## config.mk

```make
export PLATFORM = sky130hd
export DESIGN_NAME = aux_sem_reg
export DESIGN_NICKNAME = d
export VERILOG_FILES = /design/src/rtl/aux_sem_pkg.sv /design/src/rtl/aux_sem_decode.sv /design/src/rtl/aux_sem_arbiter.sv /design/src/rtl/aux_sem_reg.sv
export SDC_FILE = /design/constraint.sdc
export NUM_CORES = 1
export LEC_CHECK = 0
export BUFFER_PORTS_ARGS = -buffer_cell sky130_fd_sc_hd__buf_2
export CORE_UTILIZATION = 27
export DETAILED_ROUTE_END_ITERATION = 8
export GPL_TIMING_DRIVEN = 0
export HOLD_SLACK_MARGIN = 0.02
export PLACE_DENSITY = 0.86
export SYNTH_ARGS = -nofsm -noshare
export SYNTH_HDL_FRONTEND = slang
export SYNTH_SLANG_ARGS = --single-unit
```

## constraint.sdc

```tcl
create_clock -name clk -period 1.5 [get_ports clk]
set_input_delay 0.225 -clock clk [delete_from_list [all_inputs] [get_ports clk]]
set_output_delay 0.225 -clock clk [all_outputs]
set_load 0.02 [all_outputs]
```

## src/rtl/aux_sem_pkg.sv

```systemverilog
package aux_sem_pkg;
  typedef enum logic [1:0] {
    OWN_NONE = 2'd0,
    OWN_HOST = 2'd1,
    OWN_HW   = 2'd2
  } owner_e;
endpackage

```

## src/rtl/aux_sem_decode.sv

```systemverilog
module aux_sem_decode #(
  parameter int ADDR_W = 4,
  parameter logic [ADDR_W-1:0] REG_ADDR = '0
) (
  input  logic              rd,
  input  logic              wr,
  input  logic [ADDR_W-1:0] addr,
  input  logic              wd_en,
  input  logic              wd_st,
  output logic              rd_hit,
  output logic              wr_hit,
  output logic              release_req
);
  logic sel;
  assign sel         = (addr == REG_ADDR);
  // a write in the same cycle suppresses the read and its side effect
  assign rd_hit      = sel && rd && !wr;
  assign wr_hit      = sel && wr;
  assign release_req = wr_hit && wd_en && wd_st;
endmodule

```

## src/rtl/aux_sem_arbiter.sv

```systemverilog
module aux_sem_arbiter
  import aux_sem_pkg::*;
(
  input  logic   clk,
  input  logic   rst_n,
  input  logic   en_q,
  input  logic   rd_hit,
  input  logic   release_req,
  input  logic   hw_req,
  input  logic   hw_release,
  output owner_e owner_q,
  output logic   rd_status,
  output logic   host_take,
  output logic   hw_take
);
  owner_e owner_d;
  logic   free;

  assign free      = (owner_q == OWN_NONE);
  // hardware wins any same-cycle contention for a free lock
  assign hw_take   = free && hw_req;
  assign host_take = free && en_q && rd_hit && !hw_req;
  assign rd_status = !free || hw_req;

  always_comb begin
    owner_d = owner_q;
    unique case (owner_q)
      OWN_NONE: begin
        if (hw_take)        owner_d = OWN_HW;
        else if (host_take) owner_d = OWN_HOST;
      end
      OWN_HOST: if (release_req) owner_d = OWN_NONE;
      OWN_HW:   if (hw_release)  owner_d = OWN_NONE;
      default:  owner_d = OWN_NONE;
    endcase
  end

  always_ff @(posedge clk or negedge rst_n) begin
    if (!rst_n) owner_q <= OWN_NONE;
    else        owner_q <= owner_d;
  end
endmodule

```

## src/rtl/aux_sem_reg.sv

```systemverilog
module aux_sem_reg
  import aux_sem_pkg::*;
#(
  parameter int DATA_W = 32,
  parameter int ADDR_W = 4,
  parameter logic [ADDR_W-1:0] REG_ADDR = '0,
  parameter int EN_BIT = 31,
  parameter int ST_BIT = 30
) (
  input  logic              clk,
  input  logic              rst_n,
  input  logic              host_rd,
  input  logic              host_wr,
  input  logic [ADDR_W-1:0] host_addr,
  input  logic [DATA_W-1:0] host_wdata,
  output logic [DATA_W-1:0] host_rdata,
  input  logic              hw_req,
  input  logic              hw_release,
  output logic              hw_grant,
  output logic              owner_valid,
  output logic              owner_is_hw
);
  function automatic logic [DATA_W-1:0] pack_word(input logic en, input logic st);
    logic [DATA_W-1:0] w;
    w = '0;
    w[EN_BIT] = en;
    w[ST_BIT] = st;
    return w;
  endfunction

  logic   en_q, rd_hit, wr_hit, release_req;
  logic   rd_status, host_take, hw_take;
  owner_e owner_q;
  logic [DATA_W-1:0] rdata_q;

  aux_sem_decode #(.ADDR_W(ADDR_W), .REG_ADDR(REG_ADDR)) u_dec (
    .rd(host_rd), .wr(host_wr), .addr(host_addr),
    .wd_en(host_wdata[EN_BIT]), .wd_st(host_wdata[ST_BIT]),
    .rd_hit(rd_hit), .wr_hit(wr_hit), .release_req(release_req)
  );

  aux_sem_arbiter u_arb (
    .clk(clk), .rst_n(rst_n), .en_q(en_q), .rd_hit(rd_hit),
    .release_req(release_req), .hw_req(hw_req), .hw_release(hw_release),
    .owner_q(owner_q), .rd_status(rd_status),
    .host_take(host_take), .hw_take(hw_take)
  );

  always_ff @(posedge clk or negedge rst_n) begin
    if (!rst_n)      en_q <= 1'b0;
    else if (wr_hit) en_q <= host_wdata[EN_BIT];
  end

  always_ff @(posedge clk or negedge rst_n) begin
    if (!rst_n)      rdata_q <= '0;
    else if (rd_hit) rdata_q <= pack_word(en_q, rd_status);
    else             rdata_q <= '0;
  end

  assign host_rdata  = rdata_q;
  assign hw_grant    = (owner_q == OWN_HW);
  assign owner_valid = (owner_q != OWN_NONE);
  assign owner_is_hw = (owner_q == OWN_HW);
endmodule

```

# Word-level counts from Yosys, hierarchy flattened
# Index checks and enable logic that the tools add are counted.
[word_totals] regBits=35 input_bits=42 output_inout_bits=35 word_cells=31
[op_classes] n_eq_ne=5 n_mux=6 n_reduce_logical=17
[op_table] op="$mux 32" n=1
[op_table] op="$logic_and 1x1->1" n=9
[op_table] op="$mux 2" n=4
[op_table] op="$pmux 2 s3" n=1
[op_table] op="$logic_not 4->1" n=1
[op_table] op="$ne 2x2->1 const B" n=2
[op_table] op="$logic_not 1->1" n=3
[op_table] op="$ne 3x3->1 const B" n=1
[op_table] op="$reduce_and 3->1" n=1
[op_table] op="$eq 2x1->1 const B" n=1
[op_table] op="$eq 2x2->1 const B" n=1
[op_table] op="$logic_not 2->1" n=1
[op_table] op="$reduce_bool 2->1" n=1
[op_table] op="$logic_or 1x1->1" n=1

# Depth between registers and ports, before layout
# Gate-level depths: netlist of the first run.
[logic_depth] depth_word=8 ltp_mapped=3 mapped_depth_nobuf=3

# Hierarchy
# From an unflattened synthesis of the first run, not the netlist that was laid out.
[hier_totals] hier_cells=56 hier_area_um2=496.7
[modules_own_cells] module="aux_sem_reg" n_inst=1 cells_each=40 area_each_um2=351.6
[modules_own_cells] module="aux_sem_arbiter" n_inst=1 cells_each=10 area_each_um2=105.1
[modules_own_cells] module="aux_sem_decode" n_inst=1 cells_each=6 area_each_um2=40.0

# Least setup slack after synthesis of the first run
# OpenSTA, ideal clock, no wires.
[synth_path] kind="register to register" startpoint="reg u_arb.owner_q[0]" endpoint="reg rdata_q[30], in the netlist host_rdata[30]" t_arrival_ns=1.094 required_ns=1.379 path_slack_ns=0.285 stages_incl_launch_ff=4 path_buffers=0 synth_period_minus_slack_ns=1.215 cell_sequence="dfrtp_1 > or2_2 > nor2_1 > and4bb_2"
[synth_between] elab_chain_len=4
[synth_rtl] element="start, declared" line_no="aux_sem_arbiter.sv:11" text="output owner_e owner_q,"
[synth_rtl] element="start signal, assigned" line_no="aux_sem_arbiter.sv:40" text="else owner_q <= owner_d;"
[synth_rtl] element="$logic_not 2->1" line_no="aux_sem_arbiter.sv:19" text="assign free = (owner_q == OWN_NONE);"
[synth_rtl] element="$logic_not 1->1" line_no="aux_sem_arbiter.sv:23" text="assign rd_status = !free || hw_req;"
[synth_rtl] element="$logic_or 1x1->1" line_no="aux_sem_arbiter.sv:23"
[synth_rtl] element="$mux 32" line_no="aux_sem_reg.sv:56" text="else if (rd_hit) rdata_q <= pack_word(en_q, rd_status);"
[synth_rtl] element="end signal, assigned" line_no="aux_sem_reg.sv:56"
[synth_rtl] element="end, declared" line_no="aux_sem_reg.sv:34" text="logic [DATA_W-1:0] rdata_q;"
# Every way passes these cells.
# A chain may end at the register's enable or synchronous reset.

# Final worst setup path of the first run
[layout_path] startpoint="reg u_arb.owner_q[0]" endpoint="out owner_valid"
[layout_between] elab_chain_len=1
[layout_rtl] element="$reduce_bool 2->1" line_no="aux_sem_reg.sv:62" text="assign owner_valid = (owner_q != OWN_NONE);"
[layout_rtl] element="end, declared" line_no="aux_sem_reg.sv:20" text="output logic owner_valid,"
# Every way passes these cells.

==> results of run 1 <==
-- report_power, final --
| group | switching [W] | internal [W] | leakage (nW) |
|---|---|---|---|
| Sequential | 0.00000667 | 0.000146 | 0.0661 |
| Combinational | 0.000123 | 0.0000964 | 0.388 |
| Clock | 0.0000648 | 0.000101 | 0.0150 |
| Total | 0.000194 | 0.000344 | 0.469 |
-- worst min path at each step --
stage	depth (start not counted)	slack [ns]	endpoint	startpoint
finish	2	0.23	en_q$_DFFE_PN0N_	host_wdata[31]
global route	2	0.22	en_q$_DFFE_PN0N_	host_wdata[31]
CTS	2	0.22	en_q$_DFFE_PN0N_	host_wdata[31]
detailed placement	1	0.04	host_rdata[31]$_DFF_PN0_	rst_n
global placement	1	0.04	u_arb.owner_q[1]$_DFFE_PN0P_	rst_n
floorplan	0	-0.07	en_q$_DFFE_PN0N_	rst_n
-- registers in the layout, summed over array words and instances (netlist names) --
| signal | flops |
|---|---|
| host_rdata | 2 |
| u_arb.owner_q | 2 |
| en_q | 1 |
-- metrics by stage --
stage / worst slack (ns) / hold WS (ns) / cell area (µm²) / std cells / power (W)
floorplan: 0.285 / -0.0706 / 583 / 80 / 0.000331
global placement: 0.298 / 0.0381 / 683 / 112 / 0.000365
detailed placement: 0.274 / 0.0442 / 683 / 112 / 0.000370
CTS: 0.148 / 0.225 / 719 / 117 / 0.000542
global route: 0.116 / 0.216 / 719 / 117 / 0.000569
finish: 0.153 / 0.232 / 719 / 117 / 0.000538
-- synth_stat cells, drive strengths merged --
library cell,count
nor2,3
nand4,1
inv,1
nor2b,1
a21oi,1
or2,1
conb,1
nor4,1
a32o,1
and4bb,1
mux2,1
buf,31
nand2,1
dfrtp,5
and4b,1
-- layer usage --
layer,track usage [%],share of wire (%),wire (µm),vias to the layer above
li1,-,-,-,203
met1,9.14,39,319,147
met2,12.5,42,339,34
met3,9.58,19,155,0
met4,3.64,0,0,0
met5,0,0,0,-
-- final cells by class --
type                            count  area share, %
Buffer                             31           32.3
Clock buffer                        4           3.65
Inverter                            1          0.522
Multi-Input combinational cell     43           30.8
Sequential cell                     5           17.4
Tap cell                           16           2.78
Timing Repair Buffer               17           12.5
-- logic make-up (layout without fill, tap and decap cells) --
kind of cell	count (synthesis)	after routing	share of synthesized area, %
flip-flops	5	5	26.4
buffers and inverters	32	53	49.9
multiplexers	1	1	3.17
other	1	30	0.791
AND/OR/NAND/NOR	10	10	16.4
AO/OA/AOI/OAI	2	2	3.43
-- worst register-to-register path: stages (launching register included) --
cell,delay [ns]
dfrtp_1,0.40
or2_2,0.31
nor2_1,0.15
and4bb_2,0.25
-- what timing repair did --
action                                  CTS  global route
hold buffers                              1             0
endpoints found under the setup margin    0             0
gates resized for setup                   0             0
hold endpoints to repair                  5             0
==> results.sh, run 1 <==
export IMPL_outcome="finished with violations"
export IMPL_violations="DRC"
export IMPL_worstSetupStartpoint="u_arb.owner_q[0]$_DFFE_PN0P_"
export IMPL_track_usage_pct=9.15
export IMPL_critical_path_class="reg2out"
export IMPL_worstPathCellList="or2_2 -> buf_2"
export IMPL_yosysTopAreaCell="buf_4"
export IMPL_cp_max_fo=4
export IMPL_final_cell_mix="31 x buf_4, 30 x conb_1, 16 x buf_2"
export IMPL_yosys_warnings=0
export IMPL_fp_dieH_um=43.9
export IMPL_diodes=0
export IMPL_min_delay_path_class="in2reg"
export IMPL_drc_errors=3
export IMPL_clock_latency_ns=0.25
export IMPL_reg2reg_setup_slack_ns=0.27
export IMPL_drt_iter0_drc=10
export IMPL_wirelength_um=814
export IMPL_synthesis_instances=51
export IMPL_hold_viol=0
export IMPL_start_kind="flop"
export IMPL_numClockSinks=5
export IMPL_yosysSeqAreaShare_pct=26.4
export IMPL_die_area_um2=1930
export IMPL_syn_area_per_cell_um2=9.30
export IMPL_finalNetCount=144
export IMPL_ff2ff_path_depth=3
export IMPL_cts_buffers=3
export IMPL_p_leak_nw=0.469
export IMPL_ys_types=15
export IMPL_clockBufferDepth=2
export IMPL_antenna_found_initial=0
export IMPL_cp_num_buf_inv=1
export IMPL_utilization_pct=45.6
export IMPL_vias=384
export IMPL_path_delay_family="flip-flops"
export IMPL_grt_first_pass_wirelength_um=1170
export IMPL_grt_ovfl_total=0
export IMPL_gp_congestion=0.661
export IMPL_end_kind="output port"
export IMPL_syn_area_um2=474
export IMPL_crit_required_ns=1.27
export IMPL_die_x_um=43.9
export IMPL_fin_tns_setup_ns=0
export IMPL_finalSetupViolations=0
export IMPL_slowest_stage="dfrtp_1"
export IMPL_powerDensity_nw_per_um2=748
export IMPL_synth_seq_cells=5
export IMPL_ff_latch_area_um2=125
export IMPL_grt_max_degree=6
export IMPL_dp_hpwl_um=711
export IMPL_fin_worst_skew_ns=0.00692
export IMPL_layout_commonest_cell="buf_4"
export IMPL_cap_violations=0
export IMPL_drt_vias_per_instance=3.28
export IMPL_cts_htree_levels=1
export IMPL_post_cts_buffers=0
export IMPL_endpoint="owner_valid"
export IMPL_period_needed_ns=1.35
export IMPL_r2r_end="host_rdata[30]$_DFF_PN0_"
export IMPL_wl_per_cell_um=6.96
export IMPL_cts_root_buf="clkbuf_4"
export IMPL_cp_num_cells=2
export IMPL_multi_input_area_um2=221
export IMPL_rsz0062_at_grt="false"
export IMPL_io_buffers=16
export IMPL_area_growth_syn_to_layout_pct=51.7
export IMPL_coreArea_um2=1580
export IMPL_cts_tree="built"
export IMPL_row_count=14
export IMPL_fillers=161
export IMPL_start_util_pct=30.1
export IMPL_yosysTopAreaCellShare_pct=49.1
export IMPL_drtAntennaViolNets=0
export IMPL_period_share_pct=89.8
export IMPL_dr_pass1_iters=6
export IMPL_grt_pass1_vias=298
export IMPL_ir_worst_vdd_v=0.000407
export IMPL_slew_violations=0
export IMPL_r2r_start="u_arb.owner_q[0]$_DFFE_PN0P_"
export IMPL_fmax_mhz=743
export IMPL_synth_area_leaders="buf_4 49%, dfrtp_1 26%, nor4_4 4.5%"
export IMPL_drive_above_1_share_pct=54.5
export IMPL_worstPathArrival_ns=1.12
export IMPL_clkTransAtPathRegs_ns=0.05
export IMPL_io_pins=77
export IMPL_cp_slowest_stage_delay_ns=0.40
Power figures use the tool's default switching activity.
==> run 2: changes to the inputs <==
==> constraint.sdc (replaced) <==
create_clock -name clk -period 1.5 [get_ports clk]
set_input_delay 0.225 -clock clk [delete_from_list [all_inputs] [get_ports clk]]
set_output_delay 0.225 -clock clk [all_outputs]
set_load 0.05 [all_outputs]
==> run 2 against run 1 <==
  * The flow still finishes with violations (DRC)
  * Worst hold slack gained 0.0030 ns
  * Routed wire length shrank 7.5%
  * Highest routed layer is now met4
  * Final cell count is the same
  * Largest cell class unchanged
  * Via count shrank 0.26%
  * Non-clock buffer count is the same
  * Sequential power is essentially flat
  * Cell area grew 0.35%
  * Count of clock-buffer cells in the layout is the same
  * First-iteration DRC count shrank 40%
==> results.sh, run 2 (synthesized netlist as in run 1, its figures left out) <==
export IMPL_clkTransAtPathRegs_ns=0.04
export IMPL_clockBufferDepth=2
export IMPL_setup_ws_ns=0.105
export IMPL_cts_tree="built"
export IMPL_grt_pass1_vias=289
export IMPL_cp_max_fo=4
export IMPL_min_to="en_q$_DFFE_PN0N_"
export IMPL_power_frac_clock_pct=23.2
export IMPL_start_kind="flop"
export IMPL_diodes=0
export IMPL_pre_cts_ws_ns=0.292
export IMPL_p_leak_nw=0.469
export IMPL_numClockSinks=5
export IMPL_hold_buffers=1
export IMPL_fillers=160
export IMPL_r2r_start="u_arb.owner_q[0]$_DFFE_PN0P_"
export IMPL_grt_ovfl_total=0
export IMPL_antenna_found_initial=0
export IMPL_drtAntennaViolNets=0
export IMPL_powerDensity_nw_per_um2=905
export IMPL_reg2reg_setup_slack_ns=0.29
export IMPL_cts_resized=0
export IMPL_start_util_pct=30.1
export IMPL_row_count=14
export IMPL_io_pins=77
export IMPL_cts_buffers=3
export IMPL_vias=383
export IMPL_coreArea_um2=1580
export IMPL_hold_slack_ns=0.235
export IMPL_min_delay_path_class="in2reg"
export IMPL_cap_violations=0
export IMPL_cts_htree_levels=1
export IMPL_utilization_pct=45.8
export IMPL_drt_vias_per_instance=3.27
export IMPL_cts_root_buf="clkbuf_4"
export IMPL_clock_latency_ns=0.24
export IMPL_wl_met1_um=262
export IMPL_slew_violations=0
export IMPL_ff2ff_path_depth=3
export IMPL_r2r_end="host_rdata[30]$_DFF_PN0_"
export IMPL_gp_congestion=0.670
export IMPL_routed_top_layer="met4"
export IMPL_hp_start="host_wdata[31]"
export IMPL_die_x_um=43.9
export IMPL_p_sw_share_pct=47.1
export IMPL_dp_hpwl_um=704
export IMPL_fin_worst_skew_ns=0.000104
export IMPL_final_cell_mix="31 x buf_4, 30 x conb_1, 16 x buf_2"
export IMPL_finalNetCount=144
export IMPL_fp_dieH_um=43.9
export IMPL_dr_wl_met2_um=320
export IMPL_track_usage_pct=8.65
export IMPL_wirelength_um=753
export IMPL_power_frac_comb_pct=53.4
export IMPL_worstPathArrival_ns=1.17
export IMPL_drc_errors=4
export IMPL_layout_commonest_cell="buf_4"
export IMPL_fmax_mhz=717
export IMPL_hold_depth=2
export IMPL_hold_viol=0
export IMPL_area_growth_syn_to_layout_pct=52.2
export IMPL_drt_iter0_drc=6
export IMPL_violations="DRC"
export IMPL_crit_required_ns=1.27
export IMPL_p_seq_share_pct=23.4
export IMPL_switchingPower_w=0.000308
export IMPL_grt_max_degree=6
export IMPL_die_area_um2=1930
export IMPL_period_share_pct=93.0
export IMPL_grt_first_pass_wirelength_um=1150
export IMPL_ff_latch_area_um2=125
export IMPL_rsz0062_at_grt="false"
export IMPL_outcome="finished with violations"
export IMPL_end_kind="output port"
export IMPL_drive_above_1_share_pct=55.4
export IMPL_dr_pass1_iters=6
export IMPL_multi_input_area_um2=224
export IMPL_post_cts_buffers=0
export IMPL_ir_worst_vdd_v=0.000259
export IMPL_io_buffers=16
export IMPL_critical_path_class="reg2out"
export IMPL_p_int_w=0.000345
export IMPL_final_area_um2=722
export IMPL_fin_tns_setup_ns=0
export IMPL_wl_met3_um=160
export IMPL_finalSetupViolations=0
export IMPL_placed_area_um2=686
export IMPL_period_needed_ns=1.40
export IMPL_wl_per_cell_um=6.44
[run 2: cell count changes in the layout (fill, tap and decap cells not counted)]
cell	previous run	this run
nor2_1	3	2
nor2_2	0	1
[run 2: worst max-delay path, cell delays in order, from the launching register on]
cell	delay, ns
dfrtp_1	0.40
or2_2	0.31
buf_2	0.22
[run 2: final cells by class]
type / instances / area share, %
repair buffers: 17 / 12.5
multi-input cells: 43 / 31.0
plain buffers: 31 / 32.2
flip-flops and latches: 5 / 17.3
inverters: 1 / 0.520
well taps: 16 / 2.77
clock buffers: 4 / 3.64
[run 2: power by group through the flow]
stage,combinational (W),sequential [W],clock [W]
3_3_place_gp,0.000341,0.000153,0
2_1_floorplan,0.000308,0.000154,0
5_1_grt,0.000364,0.000154,0.000176
6_report,0.000349,0.000153,0.000152
3_5_place_dp,0.000344,0.000155,0
4_1_cts,0.000347,0.000153,0.000160
[run 2: worst max path at each step]
stage	slack [ns]	startpoint	cells after the start	end
final	0.10	u_arb.owner_q[0]$_DFFE_PN0P_	2	owner_valid
after CTS	0.09	u_arb.owner_q[0]$_DFFE_PN0P_	2	owner_valid
after global placement	0.30	host_addr[1]	4	u_arb.owner_q[0]$_DFFE_PN0P_
after global routing	0.06	u_arb.owner_q[0]$_DFFE_PN0P_	2	owner_valid
after detailed placement	0.29	u_arb.owner_q[0]$_DFFE_PN0P_	3	host_rdata[30]$_DFF_PN0_
after floorplan	0.12	u_arb.owner_q[0]$_DFFE_PN0P_	2	owner_is_hw
[run 2: metal layers]
metal  vias up  GRT usage, %
met3         2          5.83
met2        36          13.4
met1       141          8.40
met4         0          5.45
met5         -             0
li1        204             -
[run 2: metrics by stage]
step | total power [W] | std cells
detailed placement | 0.000499 | 112
CTS | 0.000659 | 117
global route | 0.000694 | 117
floorplan | 0.000462 | 80
finish | 0.000653 | 117
global placement | 0.000495 | 112
==> run 3: changes to the inputs <==
--- a/config.mk
+++ b/config.mk
@@ -5,7 +5,8 @@
 export SDC_FILE = /design/constraint.sdc
 export NUM_CORES = 1
 export LEC_CHECK = 0
-export BUFFER_PORTS_ARGS = -buffer_cell sky130_fd_sc_hd__buf_2
+export ABC_AREA = 1
+export BUFFER_PORTS_ARGS = -buffer_cell sky130_fd_sc_hd__buf_4
 export CORE_UTILIZATION = 27
 export DETAILED_ROUTE_END_ITERATION = 8
 export GPL_TIMING_DRIVEN = 0
==> constraint.sdc (replaced) <==
create_clock -name clk -period 1.5 [get_ports clk]
set_input_delay 0.15 -clock clk [delete_from_list [all_inputs] [get_ports clk]]
set_output_delay 0.15 -clock clk [all_outputs]
set_load 0.05 [all_outputs]
==> run 3 against run 2 <==
  * Sequential power hardly changed
  * Routed wire length is 8.6% higher
  * Power is 3.4% higher
  * Clock skew is 0.0032 ns higher
  * The flow still finishes with violations (DRC)
  * Worst hold slack worse by 0.13 ns
  * Non-clock buffer count stayed put
  * Cell area is 4.7% higher
  * Critical path depth is 1 higher
  * Core utilization is 2.7 points higher
  * Worst setup slack better by 0.11 ns
  * Critical path type unchanged
  * Combinational power is 4% higher
==> results.sh, run 3 <==
export IMPL_synthArstFlopShare_pct=100
export IMPL_hold_viol=0
export IMPL_power_frac_clock_pct=23.3
export IMPL_crit_required_ns=1.35
export IMPL_start_kind="flop"
export IMPL_yosysTopAreaCell="buf_4"
export IMPL_p_leak_nw=0.491
export IMPL_setup_ws_ns=0.217
export IMPL_cp_max_fo=3
export IMPL_slowest_stage="dfrtp_1"
export IMPL_clkTransAtPathRegs_ns=0.04
export IMPL_synth_common_cells="31 x buf_4, 7 x inv_1, 6 x nand2_1, 6 x nor2_1, 5 x dfrtp_1"
export IMPL_finalNetCount=155
export IMPL_vias=416
export IMPL_fillers=151
export IMPL_cts_htree_levels=1
export IMPL_power_frac_comb_pct=53.9
export IMPL_p_int_w=0.000353
export IMPL_drt_vias_per_instance=3.25
export IMPL_antenna_found_initial=0
export IMPL_synth_seq_cells=5
export IMPL_grt_pass1_vias=324
export IMPL_final_cell_mix="47 x buf_4, 30 x conb_1, 7 x inv_1"
export IMPL_clock_latency_ns=0.24
export IMPL_area_growth_syn_to_layout_pct=60.6
export IMPL_io_pins=77
export IMPL_p_sw_share_pct=47.7
export IMPL_syn_area_per_cell_um2=7.59
export IMPL_synth_edff_count=0
export IMPL_synth_area_leaders="buf_4 49%, dfrtp_1 27%, inv_1 5.6%"
export IMPL_cp_slowest_stage_delay_ns=0.38
export IMPL_pre_cts_ws_ns=0.474
export IMPL_numClockSinks=5
export IMPL_period_share_pct=85.5
export IMPL_path_delay_family="flip-flops"
export IMPL_fp_dieH_um=43.7
export IMPL_start_util_pct=30.2
export IMPL_drive_above_1_share_pct=46.4
export IMPL_yosysMostFrequentCell="buf_4"
export IMPL_yosysSeqAreaShare_pct=26.6
export IMPL_slew_violations=0
export IMPL_grt_ovfl_total=0
export IMPL_track_usage_pct=8.98
export IMPL_drtAntennaViolNets=0
export IMPL_powerDensity_nw_per_um2=894
export IMPL_cp_num_buf_inv=2
export IMPL_cts_root_buf="clkbuf_4"
export IMPL_violations="DRC"
export IMPL_diodes=0
export IMPL_synthFlopType="dfrtp_1"
export IMPL_ff_latch_area_um2=125
export IMPL_critical_path_class="reg2out"
export IMPL_syn_area_um2=470
export IMPL_worstPathArrival_ns=1.13
export IMPL_outcome="finished with violations"
export IMPL_yosys_warnings=0
export IMPL_wl_per_cell_um=6.39
export IMPL_cts_resized=0
export IMPL_cts_buffers=3
export IMPL_finalPower_w=0.000675
export IMPL_period_needed_ns=1.28
export IMPL_finalSetupViolations=0
export IMPL_cap_violations=0
export IMPL_layout_commonest_cell="buf_4"
export IMPL_fmax_mhz=780
export IMPL_synthesis_instances=62
export IMPL_drc_errors=3
export IMPL_fin_worst_skew_ns=0.00331
export IMPL_wirelength_um=818
export IMPL_die_x_um=43.7
export IMPL_worstPathCellList="nor2_1 -> inv_1 -> buf_4"
export IMPL_end_kind="output port"
export IMPL_coreArea_um2=1560
export IMPL_drt_iter0_drc=15
export IMPL_ir_worst_vdd_v=0.000392
export IMPL_switchingPower_w=0.000322
export IMPL_multi_input_area_um2=195
export IMPL_row_count=14
export IMPL_ys_types=12
export IMPL_dr_pass1_iters=6
export IMPL_rsz0062_at_grt="false"
export IMPL_die_area_um2=1910
export IMPL_yosysTopAreaCellShare_pct=49.5
export IMPL_dp_hpwl_um=741
export IMPL_grt_max_degree=6
export IMPL_cts_tree="built"
export IMPL_fin_tns_setup_ns=0
export IMPL_clockBufferDepth=2
export IMPL_io_buffers=16
export IMPL_min_delay_path_class="in2reg"
export IMPL_p_seq_share_pct=22.8
export IMPL_grt_first_pass_wirelength_um=1180
export IMPL_gp_congestion=0.697
[run 3: what timing repair did]
item	4_1_cts	5_1_grt
endpoints found under the hold margin	5	0
setup buffers	0	0
endpoints found under the setup margin	0	0
hold buffers	1	0
[run 3: power by group through the flow]
stage	Combinational, W	Sequential [W]	Clock (W)
2_1_floorplan	0.000306	0.000156	0
3_3_place_gp	0.000357	0.000155	0
3_5_place_dp	0.000359	0.000157	0
4_1_cts	0.000362	0.000154	0.000159
5_1_grt	0.000381	0.000155	0.000166
6_report	0.000364	0.000154	0.000157
[run 3: cell type report]
| class | count | share of cell area, % |
|---|---|---|
| multi-input cells | 48 | 25.8 |
| repair buffers | 17 | 17.2 |
| plain buffers | 31 | 30.8 |
| clock buffers | 4 | 3.48 |
| flip-flops and latches | 5 | 16.6 |
| well taps | 16 | 2.65 |
| inverters | 7 | 3.48 |
[run 3: metrics by stage]
step,hold slack [ns],cell area [µm²],util (%),std cells
after global placement,-0.0493,719,46.1,123
final,0.110,756,48.5,128
after floorplan,-0.146,579,-,91
after detailed placement,-0.0446,719,46.1,123
after CTS,0.111,756,48.5,128
after global routing,0.116,756,48.5,128
[run 3: worst paths after layout]
path / startpoint / endpoint / slack [ns] / cells past startpoint
hold reg to reg: en_q$_DFFE_PN0N_ / host_rdata[31]$_DFF_PN0_ / 0.53 / 2
setup / recovery: u_arb.owner_q[1]$_DFFE_PN0P_ / owner_valid / 0.22 / 3
hold / removal: hw_release / u_arb.owner_q[1]$_DFFE_PN0P_ / 0.11 / 2
setup reg to reg: u_arb.owner_q[1]$_DFFE_PN0P_ / u_arb.owner_q[1]$_DFFE_PN0P_ / 0.60 / 3
max in group asynchronous: rst_n / en_q$_DFFE_PN0N_ / 1.14 / 2
min in group asynchronous: rst_n / host_rdata[30]$_DFF_PN0_ / 0.25 / 2
[run 3: worst reg2reg max path: stages (launching register included)]
cell,delay (ns)
dfrtp_1,0.38
nor2_1,0.22
inv_1,0.09
o22ai_1,0.12
[run 3: cell families (layout without fill, tap and decap cells)]
logic type / count (synthesis) / in the layout / synth area share, %
buffers and inverters: 38 / 59 / 55.1
DFF: 5 / 5 / 26.6
AOI/OAI and AO/OA: 3 / 3 / 4.26
and+or+nand+nor: 15 / 15 / 13.3
other: 1 / 30 / 0.797
[run 3: routing by layer]
metal,vias to the layer above,part of all wire (%),global-route usage [%]
met3,3,11,2.92
met1,160,30,7.22
li1,226,-,-
met4,0,2.3,9.38
met5,-,0,0
met2,27,57,16.1
